<file path="config.mk">
export PLATFORM = sky130hd
export DESIGN_NAME = canfe_rst_abaud
export DESIGN_NICKNAME = d
export VERILOG_FILES = /design/src/rtl/canfe_pkg.sv /design/src/rtl/canfe_ctrl_reg.sv /design/src/rtl/canfe_rst_seq.sv /design/src/rtl/canfe_loop_path.sv /design/src/rtl/canfe_rst_abaud.sv
export SDC_FILE = /design/constraint.sdc
export NUM_CORES = 1
export LEC_CHECK = 0
export CORE_MARGIN = 10
export CORE_UTILIZATION = 24
export DETAILED_ROUTE_END_ITERATION = 8
export GPL_TIMING_DRIVEN = 0
export HOLD_SLACK_MARGIN = 0.1
export PLACE_DENSITY = 0.72
export SYNTH_ARGS = -nofsm -noshare
export SYNTH_HDL_FRONTEND = slang
export SYNTH_SLANG_ARGS = --single-unit
</file>
<file path="constraint.sdc">
create_clock -name clk -period 0.8 [get_ports clk]
set_input_delay 0.16 -clock clk [delete_from_list [all_inputs] [get_ports clk]]
set_output_delay 0.16 -clock clk [all_outputs]
set_load 0.05 [all_outputs]
</file>
<file path="src/rtl/canfe_pkg.sv">
package canfe_pkg;
   localparam int unsigned N_BUSY = 4;

   typedef struct packed {
      logic req;
      logic abaud;
      logic swint;
   } canfe_ctrl_t;

   function automatic logic any_busy(input logic [N_BUSY-1:0] b);
      return |b;
   endfunction
endpackage

</file>
<file path="src/rtl/canfe_ctrl_reg.sv">
module canfe_ctrl_reg
   import canfe_pkg::*;
#(
   parameter int unsigned DW      = 8,
   parameter int unsigned REQ_BIT = 0,
   parameter int unsigned AB_BIT  = 1,
   parameter int unsigned SW_BIT  = 2,
   parameter int unsigned CLR_BIT = 7
) (
   input  logic          clk,
   input  logic          rst_n,
   input  logic          wr_en_i,
   input  logic          wr_prot_i,
   input  logic [DW-1:0] wr_data_i,
   input  logic          bus_off_i,
   input  logic          sw_set_i,
   input  logic          ok_set_i,
   input  logic          ok_kill_i,
   output canfe_ctrl_t   ctrl_o,
   output logic          rx_ok_o
);
   logic req_q, ab_q, sw_q, ok_q;
   logic prot_wr;

   assign prot_wr = wr_en_i & wr_prot_i;

   always_ff @(posedge clk or negedge rst_n) begin
      if (!rst_n) begin
         req_q <= 1'b0;
         ab_q  <= 1'b0;
         sw_q  <= 1'b0;
         ok_q  <= 1'b0;
      end else begin
         if (prot_wr) req_q <= wr_data_i[REQ_BIT];
         if (wr_en_i) ab_q <= wr_data_i[AB_BIT];
         if (bus_off_i)      sw_q <= 1'b0;
         else if (sw_set_i)  sw_q <= 1'b1;
         else if (wr_en_i)   sw_q <= wr_data_i[SW_BIT];
         if (ok_kill_i)      ok_q <= 1'b0;
         else if (ok_set_i)  ok_q <= 1'b1;
         else if (wr_en_i && wr_data_i[CLR_BIT]) ok_q <= 1'b0;
      end
   end

   assign ctrl_o.req   = req_q;
   assign ctrl_o.abaud = ab_q;
   assign ctrl_o.swint = sw_q;
   assign rx_ok_o      = ok_q;

   // an unprotected write never moves the request bit
   p_plain_wr_keeps_req_r1: assert property (@(posedge clk) disable iff (!rst_n)
      (wr_en_i && !wr_prot_i) |=> $stable(req_q));
endmodule

</file>
<file path="src/rtl/canfe_rst_seq.sv">
module canfe_rst_seq
   import canfe_pkg::*;
(
   input  logic              clk,
   input  logic              rst_n,
   input  logic              req_i,
   input  logic [N_BUSY-1:0] busy_i,
   input  logic              bus_off_i,
   input  logic              swint_i,
   output logic              fire_o,
   output logic              done_o,
   output logic              run_o,
   output logic              recover_o,
   output logic              cnt_clr_o
);
   logic done_q, boff_q, busy, rel, bo_exit;

   assign busy    = any_busy(busy_i);
   assign fire_o  = req_i & ~done_q & ~busy;
   assign rel     = done_q & ~req_i;
   assign bo_exit = boff_q & ~bus_off_i;

   always_ff @(posedge clk or negedge rst_n) begin
      if (!rst_n) begin
         done_q <= 1'b0;
         boff_q <= 1'b0;
      end else begin
         boff_q <= bus_off_i;
         if (fire_o)      done_q <= 1'b1;
         else if (!req_i) done_q <= 1'b0;
      end
   end

   assign done_o    = done_q;
   assign cnt_clr_o = fire_o | bo_exit;
   assign run_o     = rel & swint_i & ~bus_off_i;
   assign recover_o = rel & bus_off_i;

   // pending request with bus activity stays unexecuted
   p_wait_busy_r2: assert property (@(posedge clk) disable iff (!rst_n)
      (req_i && !done_q && busy) |=> !done_q);
   // release outcomes are exclusive
   p_release_excl_r6: assert property (@(posedge clk) disable iff (!rst_n)
      !(run_o && recover_o));
endmodule

</file>
<file path="src/rtl/canfe_loop_path.sv">
module canfe_loop_path #(
   parameter bit TX_REG = 1'b0
) (
   input  logic clk,
   input  logic rst_n,
   input  logic abaud_i,
   input  logic rx_pin_i,
   input  logic eng_tx_i,
   output logic tx_pin_o,
   output logic eng_rx_o
);
   localparam logic RECESSIVE = 1'b1;

   assign eng_rx_o = abaud_i ? (rx_pin_i & eng_tx_i) : rx_pin_i;

   generate
      if (TX_REG) begin : g_tx_flop
         logic tx_q;
         always_ff @(posedge clk or negedge rst_n) begin
            if (!rst_n) tx_q <= RECESSIVE;
            else        tx_q <= abaud_i ? RECESSIVE : eng_tx_i;
         end
         assign tx_pin_o = tx_q;
         // one cycle after autobaud is seen, the pin is recessive
         p_tx_recessive_r9: assert property (@(posedge clk) disable iff (!rst_n)
            abaud_i |=> tx_pin_o);
      end else begin : g_tx_comb
         assign tx_pin_o = abaud_i ? RECESSIVE : eng_tx_i;
         // the pin never drives dominant in autobaud
         p_tx_recessive_r9: assert property (@(posedge clk) disable iff (!rst_n)
            abaud_i |-> tx_pin_o);
      end
   endgenerate
endmodule

</file>
<file path="src/rtl/canfe_rst_abaud.sv">
module canfe_rst_abaud
   import canfe_pkg::*;
#(
   parameter int unsigned DW       = 8,
   parameter int unsigned REQ_BIT  = 0,
   parameter int unsigned AB_BIT   = 1,
   parameter int unsigned SW_BIT   = 2,
   parameter int unsigned DONE_BIT = 3,
   parameter int unsigned OK_BIT   = 4,
   parameter int unsigned CLR_BIT  = 7,
   parameter bit          TX_REG   = 1'b0
) (
   input  logic          clk,
   input  logic          rst_n,
   input  logic          wr_en_i,
   input  logic          wr_prot_i,
   input  logic [DW-1:0] wr_data_i,
   output logic [DW-1:0] rd_data_o,
   input  logic          rx_busy_i,
   input  logic          tx_busy_i,
   input  logic          arb_lost_i,
   input  logic          err_act_i,
   input  logic          bus_off_i,
   input  logic          frame_ok_i,
   input  logic          msg_store_i,
   input  logic          rx_pin_i,
   input  logic          eng_tx_i,
   output logic          tx_pin_o,
   output logic          eng_rx_o,
   output logic          reg_rst_o,
   output logic          cnt_clr_o,
   output logic          eng_hold_o,
   output logic          run_o,
   output logic          recover_o
);
   localparam int unsigned MAX_BIT = DW - 1;

   generate
      if (REQ_BIT > MAX_BIT || AB_BIT > MAX_BIT || SW_BIT > MAX_BIT ||
          DONE_BIT > MAX_BIT || OK_BIT > MAX_BIT || CLR_BIT > MAX_BIT) begin : g_bad_pos
         $error("canfe_rst_abaud: field position beyond DW");
      end
      if (REQ_BIT == AB_BIT || REQ_BIT == SW_BIT || AB_BIT == SW_BIT) begin : g_bad_overlap
         $error("canfe_rst_abaud: writable fields overlap");
      end
   endgenerate

   canfe_ctrl_t       ctrl;
   logic              rx_ok, fire, done, ok_set;
   logic [N_BUSY-1:0] busy_vec;

   assign busy_vec = {err_act_i, arb_lost_i, tx_busy_i, rx_busy_i};
   assign ok_set   = frame_ok_i & (msg_store_i | ctrl.abaud);

   canfe_ctrl_reg #(
      .DW(DW), .REQ_BIT(REQ_BIT), .AB_BIT(AB_BIT), .SW_BIT(SW_BIT), .CLR_BIT(CLR_BIT)
   ) u_ctrl (
      .clk(clk), .rst_n(rst_n),
      .wr_en_i(wr_en_i), .wr_prot_i(wr_prot_i), .wr_data_i(wr_data_i),
      .bus_off_i(bus_off_i), .sw_set_i(cnt_clr_o),
      .ok_set_i(ok_set), .ok_kill_i(fire),
      .ctrl_o(ctrl), .rx_ok_o(rx_ok)
   );

   canfe_rst_seq u_seq (
      .clk(clk), .rst_n(rst_n),
      .req_i(ctrl.req), .busy_i(busy_vec),
      .bus_off_i(bus_off_i), .swint_i(ctrl.swint),
      .fire_o(fire), .done_o(done),
      .run_o(run_o), .recover_o(recover_o), .cnt_clr_o(cnt_clr_o)
   );

   canfe_loop_path #(.TX_REG(TX_REG)) u_loop (
      .clk(clk), .rst_n(rst_n), .abaud_i(ctrl.abaud),
      .rx_pin_i(rx_pin_i), .eng_tx_i(eng_tx_i),
      .tx_pin_o(tx_pin_o), .eng_rx_o(eng_rx_o)
   );

   always_comb begin
      rd_data_o           = '0;
      rd_data_o[REQ_BIT]  = ctrl.req;
      rd_data_o[AB_BIT]   = ctrl.abaud;
      rd_data_o[SW_BIT]   = ctrl.swint;
      rd_data_o[DONE_BIT] = done;
      rd_data_o[OK_BIT]   = rx_ok;
   end

   assign reg_rst_o  = fire;
   assign eng_hold_o = done;

   // execution strobe is followed by the done status
   p_fire_sets_done_r4: assert property (@(posedge clk) disable iff (!rst_n)
      reg_rst_o |=> rd_data_o[DONE_BIT]);
   // execution raises the software-interrupt flag
   p_fire_sets_swint_r5: assert property (@(posedge clk) disable iff (!rst_n)
      (reg_rst_o && !bus_off_i) |=> rd_data_o[SW_BIT]);
   // bus-off forces the flag low
   p_busoff_kills_swint_r7: assert property (@(posedge clk) disable iff (!rst_n)
      bus_off_i |=> !rd_data_o[SW_BIT]);
endmodule

</file>
==> flow_summary.toml, run 1 <==
[die]
rows = 13
core_area_mm2 = 0.00133
die_w_um = 58.2
io_pins = 36
die-area_mm2 = 0.00339
die_h_um = 58.2
start_util = 0.263

[synthesis]
netlist_instances = 36
netlist-cell-type-count = 16
synth_seq_cells = 6
synth_seq_area_share = 0.429
syn_area_um2 = 350
synth_warnings = 0
syn_avg_cell_area_um2 = 9.73

[outcome]
status = "complete, but fails checks"
violations = "setup timing"

[route]
routed_wl_um = 1230
firstDrtPassIters = 2
drtIter0Drc = 4
dr_total_vias = 389
wl_per_cell_um = 13.5
viasPerCell = 4.27
antenna_left = 0
drc = 0

[clocking]
cts_hold_buf = 0
cts_sinks = 6
cts_tree = "yes"
clk_pin_slew_ns = 0.05
htreeDepth = 1
clkLatencyLatePin_ns = 0.24
clockBufferDepth = 2
numCtsBuffers = 3
cts-root-buf = "clkbuf_4"

[final_layout]
antennaDiodeCount = 0
layout-drive-gt1-share = 0.553
final_common_cell = "buf_6"
nFillCells = 119
final_cell_mix = "buf_6, clkdlybuf4s50_1, buf_4"
fin_cells = 91
syn_to_final_growth_pct = 133
fin_util = 0.613
nets = 98

[setup_path]
cp_top_family = "flip-flops"
path_class = "flip-flop to output pin"
cp-end-kind = "output pin"
crit_start = "u_seq.done_o"
crit_path_max_incr_delay_ns = 0.41
rr_worst_depth = 3
crit_cells = 3
crit_chain = "nand3b_1 > inv_1 > buf_6"
cp.required_ns = 0.64
crit_buf_inv = 2
r2r_slack_ns = -0.18
path_max_fanout = 4
r2r-start = "u_seq.done_o"
slowest_stage = "dfrtp_2"
r2r_end = "u_ctrl.rx_ok_o"
start_kind = "flip-flop"
cp.arrival_ns = 1.22
endpoint = "reg_rst_o"

[sta]
clock_skew_ns = 0.00276
holdWs_ns = 0.156
worst_slack_ns = -0.581
period_share = 1.73
drv_slew = 0
setup_violations = 17
clock.fmax_mhz = 724
fin_crit_ns = 1.38
fin_setup_tns_ns = -5.69
final-hold-violation-count = 0
rsz0062_at_grt = "true"

[global_route]
grt_pass1_wl_um = 1980
grt_usage = 0.0745
antenna_found_initial = 0
grt_max_degree = 7
grt_pass1_vias = 420
grt-ovfl-total = 0

[placed_design]
port_buffers = 28
dp.cells = 81
place.gp.congestion = 0.649

[run]
maxCapViolations = 0

[min_path]
holdCritPathClass = "input pin to asynchronous set/reset pin"

[pwr]
vdd_drop_max_v = 0.00128
total_power_uw = 1240
leakage_uw = 0.000411
power_density_mw_per_mm2 = 1520
-- through the flow --
stage | setup WS (ns) | cell area [µm²]
final | -0.581 | 817
after global routing | -0.660 | 817
after CTS | -0.571 | 781
after detailed placement | -1.33 | 692
after global placement | -1.33 | 692
after floorplan | -0.543 | 393
-- worst min path at each step --
stage	slack, ns	start	end
5_1_grt	0.18	rst_n	u_seq.done_o
2_1_floorplan	-0.14	rst_n	u_ctrl.ab_q
3_3_place_gp	0.42	rst_n	u_ctrl.rx_ok_o
4_1_cts	0.16	rst_n	u_ctrl.ab_q
3_5_place_dp	0.42	rst_n	u_ctrl.rx_ok_o
6_report	0.16	rst_n	u_seq.done_o
-- sequential cells by signal (all words and copies together) (netlist names) --
signal          count
u_ctrl.ab_q         1
u_ctrl.req_q        1
u_ctrl.rx_ok_o      1
u_ctrl.sw_q         1
u_seq.boff_q        1
u_seq.done_o        1
-- routing by layer --
metal,share of wire,wire [µm],up-vias,track usage
met4,0,0,0,0.0201
met3,0.11,135,0,0.0566
li1,-,-,189,-
met1,0.30,365,184,0.0584
met2,0.59,724,16,0.140
met5,0,0,-,0
-- power by group --
| part | total [µW] | internal [µW] | switching [µW] |
|---|---|---|---|
| registers | 370 | 336 | 34.6 |
| logic | 574 | 290 | 284 |
| clock network | 299 | 189 | 110 |
| total | 1240 | 815 | 429 |
-- cell families after synthesis --
logic type | Yosys count | share of synthesized area
other | 1 | 0.0107
AOI/OAI and AO/OA | 5 | 0.0821
and+or+nand+nor | 10 | 0.182
DFF | 6 | 0.429
buffers and inverters | 11 | 0.204
muxes | 3 | 0.0929
-- cells in the mapped netlist --
cell	number	share of area
nor4_2	1	0.036
nand3b_1	1	0.021
inv_1	3	0.032
a21boi_0	1	0.021
mux2i_1	1	0.029
a31oi_1	1	0.018
conb_1	1	0.011
nor4bb_1	1	0.029
dfrtp_1	6	0.43
and3b_1	1	0.025
buf_4	8	0.17
mux2_2	2	0.064
o21ai_0	2	0.029
or2_2	1	0.018
nand2_1	5	0.054
a21oi_1	1	0.014
-- layout make-up --
cell class | instances | area, µm² | area share
Buffer | 7 | 63.8 | 0.0781
Clock buffer | 4 | 26.3 | 0.0322
Inverter | 3 | 11.3 | 0.0138
Multi-Input combinational cell | 21 | 176 | 0.216
Sequential cell | 6 | 154 | 0.188
Tap cell | 15 | 18.8 | 0.0230
Timing Repair Buffer | 35 | 367 | 0.449
-- repair_timing --
action                                  4_1_cts  5_1_grt
gates resized for setup                      97       10
endpoints found under the setup margin       17       17
endpoints found under the hold margin         0        0
setup buffers                                 5        3
pin swaps                                     2        0
Power figures use the tool's default switching activity.
==> run 2: changes to the inputs <==
- ABC_CLOCK_PERIOD_IN_PS: unset -> 800
==> results of run 2 <==
Final layout, timing and power as in run 1 (identical DEF).
